$ cat config.mk
export PLATFORM = sky130hd
export DESIGN_NAME = txn_conflict_unit
export DESIGN_NICKNAME = d
export VERILOG_FILES = /design/src/rtl/txcd_pkg.sv /design/src/rtl/txcd_line_sets.sv /design/src/rtl/txcd_txn_state.sv /design/src/rtl/txcd_resolver.sv /design/src/rtl/txn_conflict_unit.sv
export SDC_FILE = /design/constraint.sdc
export NUM_CORES = 1
export LEC_CHECK = 0
export ABC_CLOCK_PERIOD_IN_PS = 8420
export BUFFER_PORTS_ARGS = -buffer_cell sky130_fd_sc_hd__clkbuf_2
export CAP_MARGIN = 5
export CORE_UTILIZATION = 40
export CTS_BUF_LIST = sky130_fd_sc_hd__clkbuf_4 sky130_fd_sc_hd__clkbuf_8
export DETAILED_ROUTE_END_ITERATION = 10
export GPL_ROUTABILITY_DRIVEN = 0
export PLACE_DENSITY = 0.59
export SLEW_MARGIN = 15
export SYNTH_ARGS = -nofsm -noshare
export SYNTH_HDL_FRONTEND = slang
export SYNTH_SLANG_ARGS = --single-unit
export TNS_END_PERCENT = 50
$ cat constraint.sdc
create_clock -name clk -period 8.42 [get_ports clk]
set_input_delay 0 -clock clk [delete_from_list [all_inputs] [get_ports clk]]
set_output_delay 0 -clock clk [all_outputs]
set_load 0.05 [all_outputs]
$ cat src/rtl/txcd_pkg.sv
package txcd_pkg;
  typedef enum logic [1:0] {
    SNP_OK    = 2'd0,
    SNP_NACK  = 2'd1,
    SNP_YIELD = 2'd2
  } snp_resp_e;
endpackage

$ cat src/rtl/txcd_line_sets.sv
module txcd_line_sets #(
  parameter int ADDR_W   = 32,
  parameter int LINE_OFF = 6,
  parameter int IDX_W    = 4
) (
  input  logic              clk,
  input  logic              rst_n,
  input  logic              clear_i,
  input  logic              rec_en_i,
  input  logic              rec_write_i,
  input  logic [ADDR_W-1:0] acc_addr_i,
  input  logic [ADDR_W-1:0] snp_addr_i,
  output logic              acc_clash_o,
  output logic              snp_hit_r_o,
  output logic              snp_hit_w_o
);
  localparam int SLOTS = 1 << IDX_W;
  localparam int TAG_W = ADDR_W - LINE_OFF - IDX_W;

  logic [IDX_W-1:0] acc_idx, snp_idx;
  logic [TAG_W-1:0] acc_tag, snp_tag;
  logic [SLOTS-1:0] rd_bits, wr_bits;
  logic [TAG_W-1:0] tag_arr [SLOTS];

  assign acc_idx = acc_addr_i[LINE_OFF +: IDX_W];
  assign snp_idx = snp_addr_i[LINE_OFF +: IDX_W];
  assign acc_tag = acc_addr_i[ADDR_W-1 -: TAG_W];
  assign snp_tag = snp_addr_i[ADDR_W-1 -: TAG_W];

  generate
    for (genvar s = 0; s < SLOTS; s++) begin : g_slot
      logic             rd_q, wr_q, rd_d, wr_d, sel;
      logic [TAG_W-1:0] tag_q;

      assign sel = rec_en_i && (acc_idx == IDX_W'(s));

      always_comb begin
        rd_d = rd_q;
        wr_d = wr_q;
        if (clear_i) begin
          rd_d = 1'b0;
          wr_d = 1'b0;
        end else if (sel) begin
          if (rec_write_i) wr_d = 1'b1;
          else             rd_d = 1'b1;
        end
      end

      always_ff @(posedge clk or negedge rst_n) begin
        if (!rst_n) begin
          rd_q <= 1'b0;
          wr_q <= 1'b0;
        end else begin
          rd_q <= rd_d;
          wr_q <= wr_d;
        end
      end

      always_ff @(posedge clk or negedge rst_n) begin
        if (!rst_n)                tag_q <= '0;
        else if (sel && !clear_i)  tag_q <= acc_tag;
      end

      assign rd_bits[s] = rd_q;
      assign wr_bits[s] = wr_q;
      assign tag_arr[s] = tag_q;
    end
  endgenerate

  assign acc_clash_o = (rd_bits[acc_idx] || wr_bits[acc_idx]) &&
                       (tag_arr[acc_idx] != acc_tag);
  assign snp_hit_r_o = rd_bits[snp_idx] && (tag_arr[snp_idx] == snp_tag);
  assign snp_hit_w_o = wr_bits[snp_idx] && (tag_arr[snp_idx] == snp_tag);

  // a clear leaves no mark behind
  p_clear_empty_r8: assert property (@(posedge clk) disable iff (!rst_n)
    clear_i |=> ((rd_bits | wr_bits) == '0));
  // a recorded store leaves the write mark in its slot
  p_store_marks_r3: assert property (@(posedge clk) disable iff (!rst_n)
    (rec_en_i && rec_write_i && !clear_i) |=> wr_bits[$past(acc_idx)]);
endmodule

$ cat src/rtl/txcd_txn_state.sv
module txcd_txn_state #(
  parameter int TS_W = 16
) (
  input  logic            clk,
  input  logic            rst_n,
  input  logic            begin_i,
  input  logic            commit_i,
  input  logic            abort_i,
  input  logic [TS_W-1:0] ts_now_i,
  input  logic            raise_abort_i,
  input  logic            nacked_older_i,
  output logic            active_o,
  output logic            pend_o,
  output logic            cycle_o,
  output logic [TS_W-1:0] ts_o
);
  logic            active_q, active_d;
  logic            pend_q, pend_d;
  logic            cyc_q, cyc_d;
  logic            keep_q, keep_d;
  logic [TS_W-1:0] ts_q;
  logic            ts_en;

  always_comb begin
    active_d = active_q;
    pend_d   = pend_q;
    cyc_d    = cyc_q;
    keep_d   = keep_q;
    ts_en    = 1'b0;
    if (abort_i) begin
      active_d = 1'b0;
      pend_d   = 1'b0;
      cyc_d    = 1'b0;
      if (active_q) keep_d = 1'b1;
    end else if (commit_i) begin
      active_d = 1'b0;
      pend_d   = 1'b0;
      cyc_d    = 1'b0;
      if (active_q) keep_d = 1'b0;
    end else if (begin_i && !active_q) begin
      active_d = 1'b1;
      ts_en    = !keep_q;
    end else if (active_q && !pend_q) begin
      if (raise_abort_i)  pend_d = 1'b1;
      if (nacked_older_i) cyc_d  = 1'b1;
    end
  end

  always_ff @(posedge clk or negedge rst_n) begin
    if (!rst_n) begin
      active_q <= 1'b0;
      pend_q   <= 1'b0;
      cyc_q    <= 1'b0;
      keep_q   <= 1'b0;
    end else begin
      active_q <= active_d;
      pend_q   <= pend_d;
      cyc_q    <= cyc_d;
      keep_q   <= keep_d;
    end
  end

  always_ff @(posedge clk or negedge rst_n) begin
    if (!rst_n)     ts_q <= '0;
    else if (ts_en) ts_q <= ts_now_i;
  end

  assign active_o = active_q;
  assign pend_o   = pend_q;
  assign cycle_o  = cyc_q;
  assign ts_o     = ts_q;

  // a pending abort request persists until the transaction ends
  p_pend_hold_r4: assert property (@(posedge clk) disable iff (!rst_n)
    (pend_q && !abort_i && !commit_i) |=> pend_q);
  // ending a transaction clears every flag
  p_end_clear_r8: assert property (@(posedge clk) disable iff (!rst_n)
    (abort_i || commit_i) |=> (!active_q && !pend_q && !cyc_q));
  // a retry keeps its stamp
  p_ts_keep_r9: assert property (@(posedge clk) disable iff (!rst_n)
    (begin_i && !abort_i && !commit_i && !active_q && keep_q) |=> $stable(ts_q));
  // a fresh transaction samples the global counter
  p_ts_fresh_r9: assert property (@(posedge clk) disable iff (!rst_n)
    (begin_i && !abort_i && !commit_i && !active_q && !keep_q) |=> (ts_q == $past(ts_now_i)));
endmodule

$ cat src/rtl/txcd_resolver.sv
module txcd_resolver
  import txcd_pkg::*;
#(
  parameter int TS_W = 16
) (
  input  logic            policy_stall_i,
  input  logic            live_i,
  input  logic            snp_valid_i,
  input  logic            snp_write_i,
  input  logic            hit_r_i,
  input  logic            hit_w_i,
  input  logic [TS_W-1:0] snp_ts_i,
  input  logic [TS_W-1:0] own_ts_i,
  input  logic            cycle_i,
  input  logic            own_nack_i,
  input  logic [TS_W-1:0] own_nack_ts_i,
  output snp_resp_e       resp_o,
  output logic            yield_o,
  output logic            nack_older_o,
  output logic            deadlock_o
);
  logic conflict;

  assign conflict = live_i && snp_valid_i &&
                    (snp_write_i ? (hit_r_i || hit_w_i) : hit_w_i);

  always_comb begin
    resp_o = SNP_OK;
    if (conflict) resp_o = policy_stall_i ? SNP_NACK : SNP_YIELD;
  end

  assign yield_o      = conflict && !policy_stall_i;
  assign nack_older_o = conflict && policy_stall_i && (snp_ts_i < own_ts_i);
  assign deadlock_o   = live_i && own_nack_i && cycle_i && (own_nack_ts_i < own_ts_i);
endmodule

$ cat src/rtl/txn_conflict_unit.sv
module txn_conflict_unit
  import txcd_pkg::*;
#(
  parameter int ADDR_W   = 32,
  parameter int LINE_OFF = 6,
  parameter int IDX_W    = 4,
  parameter int TS_W     = 16
) (
  input  logic              clk,
  input  logic              rst_n,
  input  logic              policy_stall_i,
  input  logic [TS_W-1:0]   ts_now_i,
  input  logic              tx_begin_i,
  input  logic              tx_commit_i,
  input  logic              tx_abort_i,
  input  logic              acc_valid_i,
  input  logic              acc_write_i,
  input  logic [ADDR_W-1:0] acc_addr_i,
  input  logic              snp_valid_i,
  input  logic              snp_write_i,
  input  logic [ADDR_W-1:0] snp_addr_i,
  input  logic [TS_W-1:0]   snp_ts_i,
  input  logic              own_nack_i,
  input  logic [TS_W-1:0]   own_nack_ts_i,
  output logic [1:0]        snp_resp_o,
  output logic              abort_req_o
);
  logic            active, pend, cyc, live, tx_end;
  logic [TS_W-1:0] own_ts;
  logic            clash, hit_r, hit_w, rec_en;
  logic            yield, nack_older, deadlock, raise_abort;
  snp_resp_e       resp;

  assign live        = active && !pend;
  assign tx_end      = tx_abort_i || tx_commit_i;
  assign rec_en      = live && acc_valid_i && !clash && !tx_end;
  assign raise_abort = live && (yield || deadlock || (acc_valid_i && clash));

  txcd_line_sets #(
    .ADDR_W(ADDR_W), .LINE_OFF(LINE_OFF), .IDX_W(IDX_W)
  ) i_sets (
    .clk        (clk),
    .rst_n      (rst_n),
    .clear_i    (tx_end),
    .rec_en_i   (rec_en),
    .rec_write_i(acc_write_i),
    .acc_addr_i (acc_addr_i),
    .snp_addr_i (snp_addr_i),
    .acc_clash_o(clash),
    .snp_hit_r_o(hit_r),
    .snp_hit_w_o(hit_w)
  );

  txcd_txn_state #(.TS_W(TS_W)) i_state (
    .clk           (clk),
    .rst_n         (rst_n),
    .begin_i       (tx_begin_i),
    .commit_i      (tx_commit_i),
    .abort_i       (tx_abort_i),
    .ts_now_i      (ts_now_i),
    .raise_abort_i (raise_abort),
    .nacked_older_i(nack_older),
    .active_o      (active),
    .pend_o        (pend),
    .cycle_o       (cyc),
    .ts_o          (own_ts)
  );

  txcd_resolver #(.TS_W(TS_W)) i_resolve (
    .policy_stall_i(policy_stall_i),
    .live_i        (live),
    .snp_valid_i   (snp_valid_i),
    .snp_write_i   (snp_write_i),
    .hit_r_i       (hit_r),
    .hit_w_i       (hit_w),
    .snp_ts_i      (snp_ts_i),
    .own_ts_i      (own_ts),
    .cycle_i       (cyc),
    .own_nack_i    (own_nack_i),
    .own_nack_ts_i (own_nack_ts_i),
    .resp_o        (resp),
    .yield_o       (yield),
    .nack_older_o  (nack_older),
    .deadlock_o    (deadlock)
  );

  assign snp_resp_o  = resp;
  assign abort_req_o = pend;

  // no transaction, no refusal
  p_idle_ok_r2: assert property (@(posedge clk) disable iff (!rst_n)
    !active |-> (snp_resp_o == 2'(SNP_OK)));
  // a read snoop that hits no written line always proceeds
  p_readread_r3: assert property (@(posedge clk) disable iff (!rst_n)
    (snp_valid_i && !snp_write_i && !hit_w) |-> (snp_resp_o == 2'(SNP_OK)));
  // yielding to a requester leads to a local abort request
  p_yield_abort_r4: assert property (@(posedge clk) disable iff (!rst_n)
    (snp_resp_o == 2'(SNP_YIELD) && !tx_end) |=> abort_req_o);
  // refusals only in stall mode
  p_nack_mode_r5: assert property (@(posedge clk) disable iff (!rst_n)
    (snp_resp_o == 2'(SNP_NACK)) |-> policy_stall_i);
  // refused by an older core after refusing an older one
  p_deadlock_r6: assert property (@(posedge clk) disable iff (!rst_n)
    (live && own_nack_i && cyc && (own_nack_ts_i < own_ts) && !tx_end) |=> abort_req_o);
  // a slot clash cannot be tracked
  p_overflow_r7: assert property (@(posedge clk) disable iff (!rst_n)
    (live && acc_valid_i && clash && !tx_end) |=> abort_req_o);
endmodule

==> metrics.md <==
| Metric | Value |
|---|---|
| Outcome | `complete, no violations` |
| Synth area leaders | `dfrtp_1 44%, mux4_2 14%, o2bb2ai_1 6.7%` |
| Global-route wire length before repair | `114,000 um` |
| Cells after Synth | `roughly 1,700` |
| Area enclosed by the die boundary | `58,600 um^2` |
| Worst endpoint data arrival time | `5.65 ns` |
| Vert. Die Dim | `about 240 um` |
| Top FF cell, synth | `dfrtp_1` |
| Final slew viol count | `0` |
| Area inside the core boundary | `between 50,000 and 60,000 um^2` |
| Cell chain of the critical path | `buf_4 > buf_4 > mux4_2 > mux2i_1 > xor2_1 > nand2_1 > nor4_1 > o2111ai_1 > o21bai_2 > nand4b_1 > buf_4 > mux2_2` |
| Row count | `87` |
| Aggregate negative setup slack | `0 ns` |
| Dpl cell area | `~24,000 um^2` |
| Dominant cell type by count on the critical path | `buf_4` |
| Number of antenna violations at the first check in global routing | `4` |
| Detailed-router iteration count before antenna repair | `5` |
| Register clock-pin slew on the reported worst setup and hold paths | `roughly 0.060 ns` |
| Crit share post-route | `roughly three fifths` |
| Min Clock Period, post-route | `about 5 ns` |
| Non-Filler Instances | `around 2,600` |
| Fraction of final layout cells sized beyond drive strength 1 | `between 30% and 40%` |
| Remaining antenna violation count after routing | `0` |
| Syn Nets | `~1,900` |
| Path type of the worst setup path | `in -> reg` |
| Power per Cell Area | `approximately 170 nW/um^2` |
| Overall fraction of global-route tracks in use | `around a quarter` |
| Sum of overflow across all layers after global routing | `0` |
| Post-Synthesis Mean Instance Area | `about 14 um^2` |
| Setup violators final | `0` |
| Signed area change from the synthesized netlist to the final layout | `13.2%` |
| Total CTS buffers | `73` |
| Filler instances | `approximately 5,000` |
| Most frequent cell after synthesis | `dfrtp_1` |
| Leakage power of the design | `about 12 nW` |
| Count of port buffers added during placement | `around 110` |
| Yosys cell types | `63` |
| Yosys warning count | `0` |
| Max transition margin | `between 20% and 30%` |
| Worst vdd ir | `slightly above 0.0001 V` |
| Clock tree skew after final layout | `approximately 0.038 ns` |
| Number of enable flip-flop cells after synthesis | `0` |
| Wire per inst | `approximately 29 um` |
| Hold WS | `0.0998 ns` |
| Initial Util | `roughly two fifths` |
| Htree depth | `3` |
| Number of vias per cell after detailed routing | `about 6.3` |
| CP max stage cell | `nand4b_1` |
| HP Class | `in -> reg` |
| DR DRC count | `0` |
| First-iteration detailed-routing DRC count | `approximately 1,600` |
| Slew of the pin with the lowest slew margin | `~1.1 ns` |
| Sequential fraction of the synthesis area | `43.8%` |
| Number of global-route vias before repair | `approximately 17,000` |
| Multi-input logic area | `approximately 12,000 um^2` |
| Count of final hold-check violations | `0` |
| HPWL after detailed placement | `~45,000 um` |
| CP Capture Type | `register` |
| Routed Wire Length | `about 75,000 um` |
| Async set or reset register ratio after synthesis | `between 90% and 100%` |
| Later-pin clock latency in the skew report | `between 0.6 and 0.7 ns` |
| Sinks on the clock net | `404` |
| Maximum frequency from static timing analysis | `~190 MHz` |
| Final design instance area without fill | `between 20,000 and 30,000 um^2` |
| Number of maximum-capacitance violations | `0` |
| Slowest cell delay on critical path | `around 0.93 ns` |
| Cell taking the most area after synthesis | `dfrtp_1` |
| Share of the synthesized area in the top cell type | `between 40% and 50%` |
| Post-CTS Setup Inserts | `0` |
| Die X | `roughly 240 um` |
| Worst EP required | `around 8.9 ns` |
| Cell chosen for the clock root | `clkbuf_8` |
| Commonest cells in the synthesized netlist | `404 x dfrtp_1, 176 x o2bb2ai_1, 143 x mux4_2, 136 x mux2_2, 121 x mux2i_1` |
| TritonCTS clock tree | `yes` |
| Longest Clk Path Bufs | `3` |
| Post-synthesis instance area | `23,100 um^2` |
| Total of cells resized after clock tree synthesis | `0` |
| DP Cell Count | `between 2,000 and 2,500` |
| # IOs | `126` |
| Maximum number of pins on one net before global-route repair | `between 150 and 200` |
| Fin util | `a little under half` |
| Post-layout net count | `~2,000` |
| Total number of vias | `16,567` |
| Unrepaired setup endpoints after global routing | `no` |
| Maximum net fanout on the critical path | `43` |
| Flop and latch count out of synthesis | `approximately 400` |
| Critical path startpoint category | `input pin` |
| Area occupied by registers | `about 10,000 um^2` |
==> layer usage <==
metal	GRT usage, %	vias to the layer above	part of all wire [%]
li1	-	6906	-
met1	34.9	8725	42
met2	41.1	738	47
met3	4.49	194	7.1
met4	12.0	4	4.3
met5	0	-	0.027
==> area by class of cell <==
| class | instances | share of cell area, % |
|---|---|---|
| tap | 756 | 3.62 |
| antenna | 1 | 0.00959 |
| clock inverter | 6 | 0.129 |
| clock buffer | 118 | 5.60 |
| sequential | 404 | 38.7 |
| inverter | 21 | 0.302 |
| timing repair buffer | 204 | 5.45 |
| multi-input combinational | 1121 | 46.1 |
==> cell usage in the layout, fill, tap and decap left out, types with 14 or more instances in the layout <==
cell type,count
xor2_1,25
dfrtp_1,404
a21o_1,14
inv_1,20
mux4_2,143
clkbuf_2,106
nor2b_1,15
mux2_4,80
nand2_1,71
nor2_1,21
o21ai_0,16
a32o_1,27
clkbuf_8,92
nand2b_1,17
dlygate4sd3_1,53
o2bb2ai_1,176
a22oi_1,18
buf_4,42
a21oi_1,18
nand4_1,15
nor3_1,14
ha_1,30
xnor2_1,30
mux2_2,136
clkbuf_4,26
mux2i_1,121
==> report_power, final <==
part | switching (mW) | total [mW] | internal, mW
clock | 0.835 | 1.92 | 1.09
sequential | 0.0413 | 2.04 | 2.00
combinational | 0.320 | 0.556 | 0.237
total | 1.20 | 4.52 | 3.33
==> path summary, 6_finish.rpt <==
path | start | end | slack, ns | depth (start not counted)
worst max-delay path | acc_addr_i[7] | i_sets.g_slot[1].tag_q[15] | 3.28 | 12
worst min-delay path | acc_addr_i[9] | i_sets.g_slot[8].tag_q[6] | 0.1 | 3
worst max register to register | i_sets.g_slot[10].tag_q[20] | i_sets.g_slot[1].tag_q[15] | 3.52 | 10
worst min register to register | i_state.cycle_o | i_state.cycle_o | 0.50 | 1
max in group asynchronous | rst_n | i_sets.g_slot[13].tag_q[10] | 6.31 | 4
min in group asynchronous | rst_n | i_sets.g_slot[9].tag_q[10] | 0.46 | 3
==> timing repair <==
| action | 4_1_cts | 5_1_grt |
|---|---|---|
| endpoints found under the hold margin | 491 | 0 |
| endpoints found under the setup margin | 0 | 0 |
| hold buffers | 53 | 0 |
==> cell families after synthesis <==
family                     after synthesis  synth area share (%)
DFF                                    404                  43.8
AOI/OAI and AO/OA                      339                  12.1
adders and majority gates               30                  1.63
buffers and inverters                  181                  3.97
muxes                                  480                  31.1
and+or+nand+nor                        217                  5.30
xor gates and xnor gates                55                  2.09
==> sequential cells by signal (all words and copies together), names as in the netlist <==
register and cells:
i_state.cycle_o 1, i_state.keep_q 1, i_state.pend_o 1, i_state.active_o 1, i_sets.g_slot.rd_q 16, i_sets.g_slot.tag_q 352
i_sets.g_slot.wr_q 16, i_state.ts_o 16
==> through the flow <==
step / setup WS [ns] / total power, mW
6_report: 3.28 / 4.52
5_1_grt: 2.99 / 4.70
4_1_cts: 3.27 / 4.56
3_5_place_dp: 2.61 / 2.61
3_3_place_gp: 2.64 / 2.59
2_1_floorplan: 5.47 / 2.41
==> worst max-delay path, delay by kind of cell <==
family                 cells  cell delay (ns)
AO/OA/AOI/OAI              2             1.12
buffers and inverters      3             1.75
XOR/XNOR                   1             0.16
multiplexers               3             1.06
AND/OR/NAND/NOR            3             1.50
Note: power is estimated with default switching activity, not from simulation.
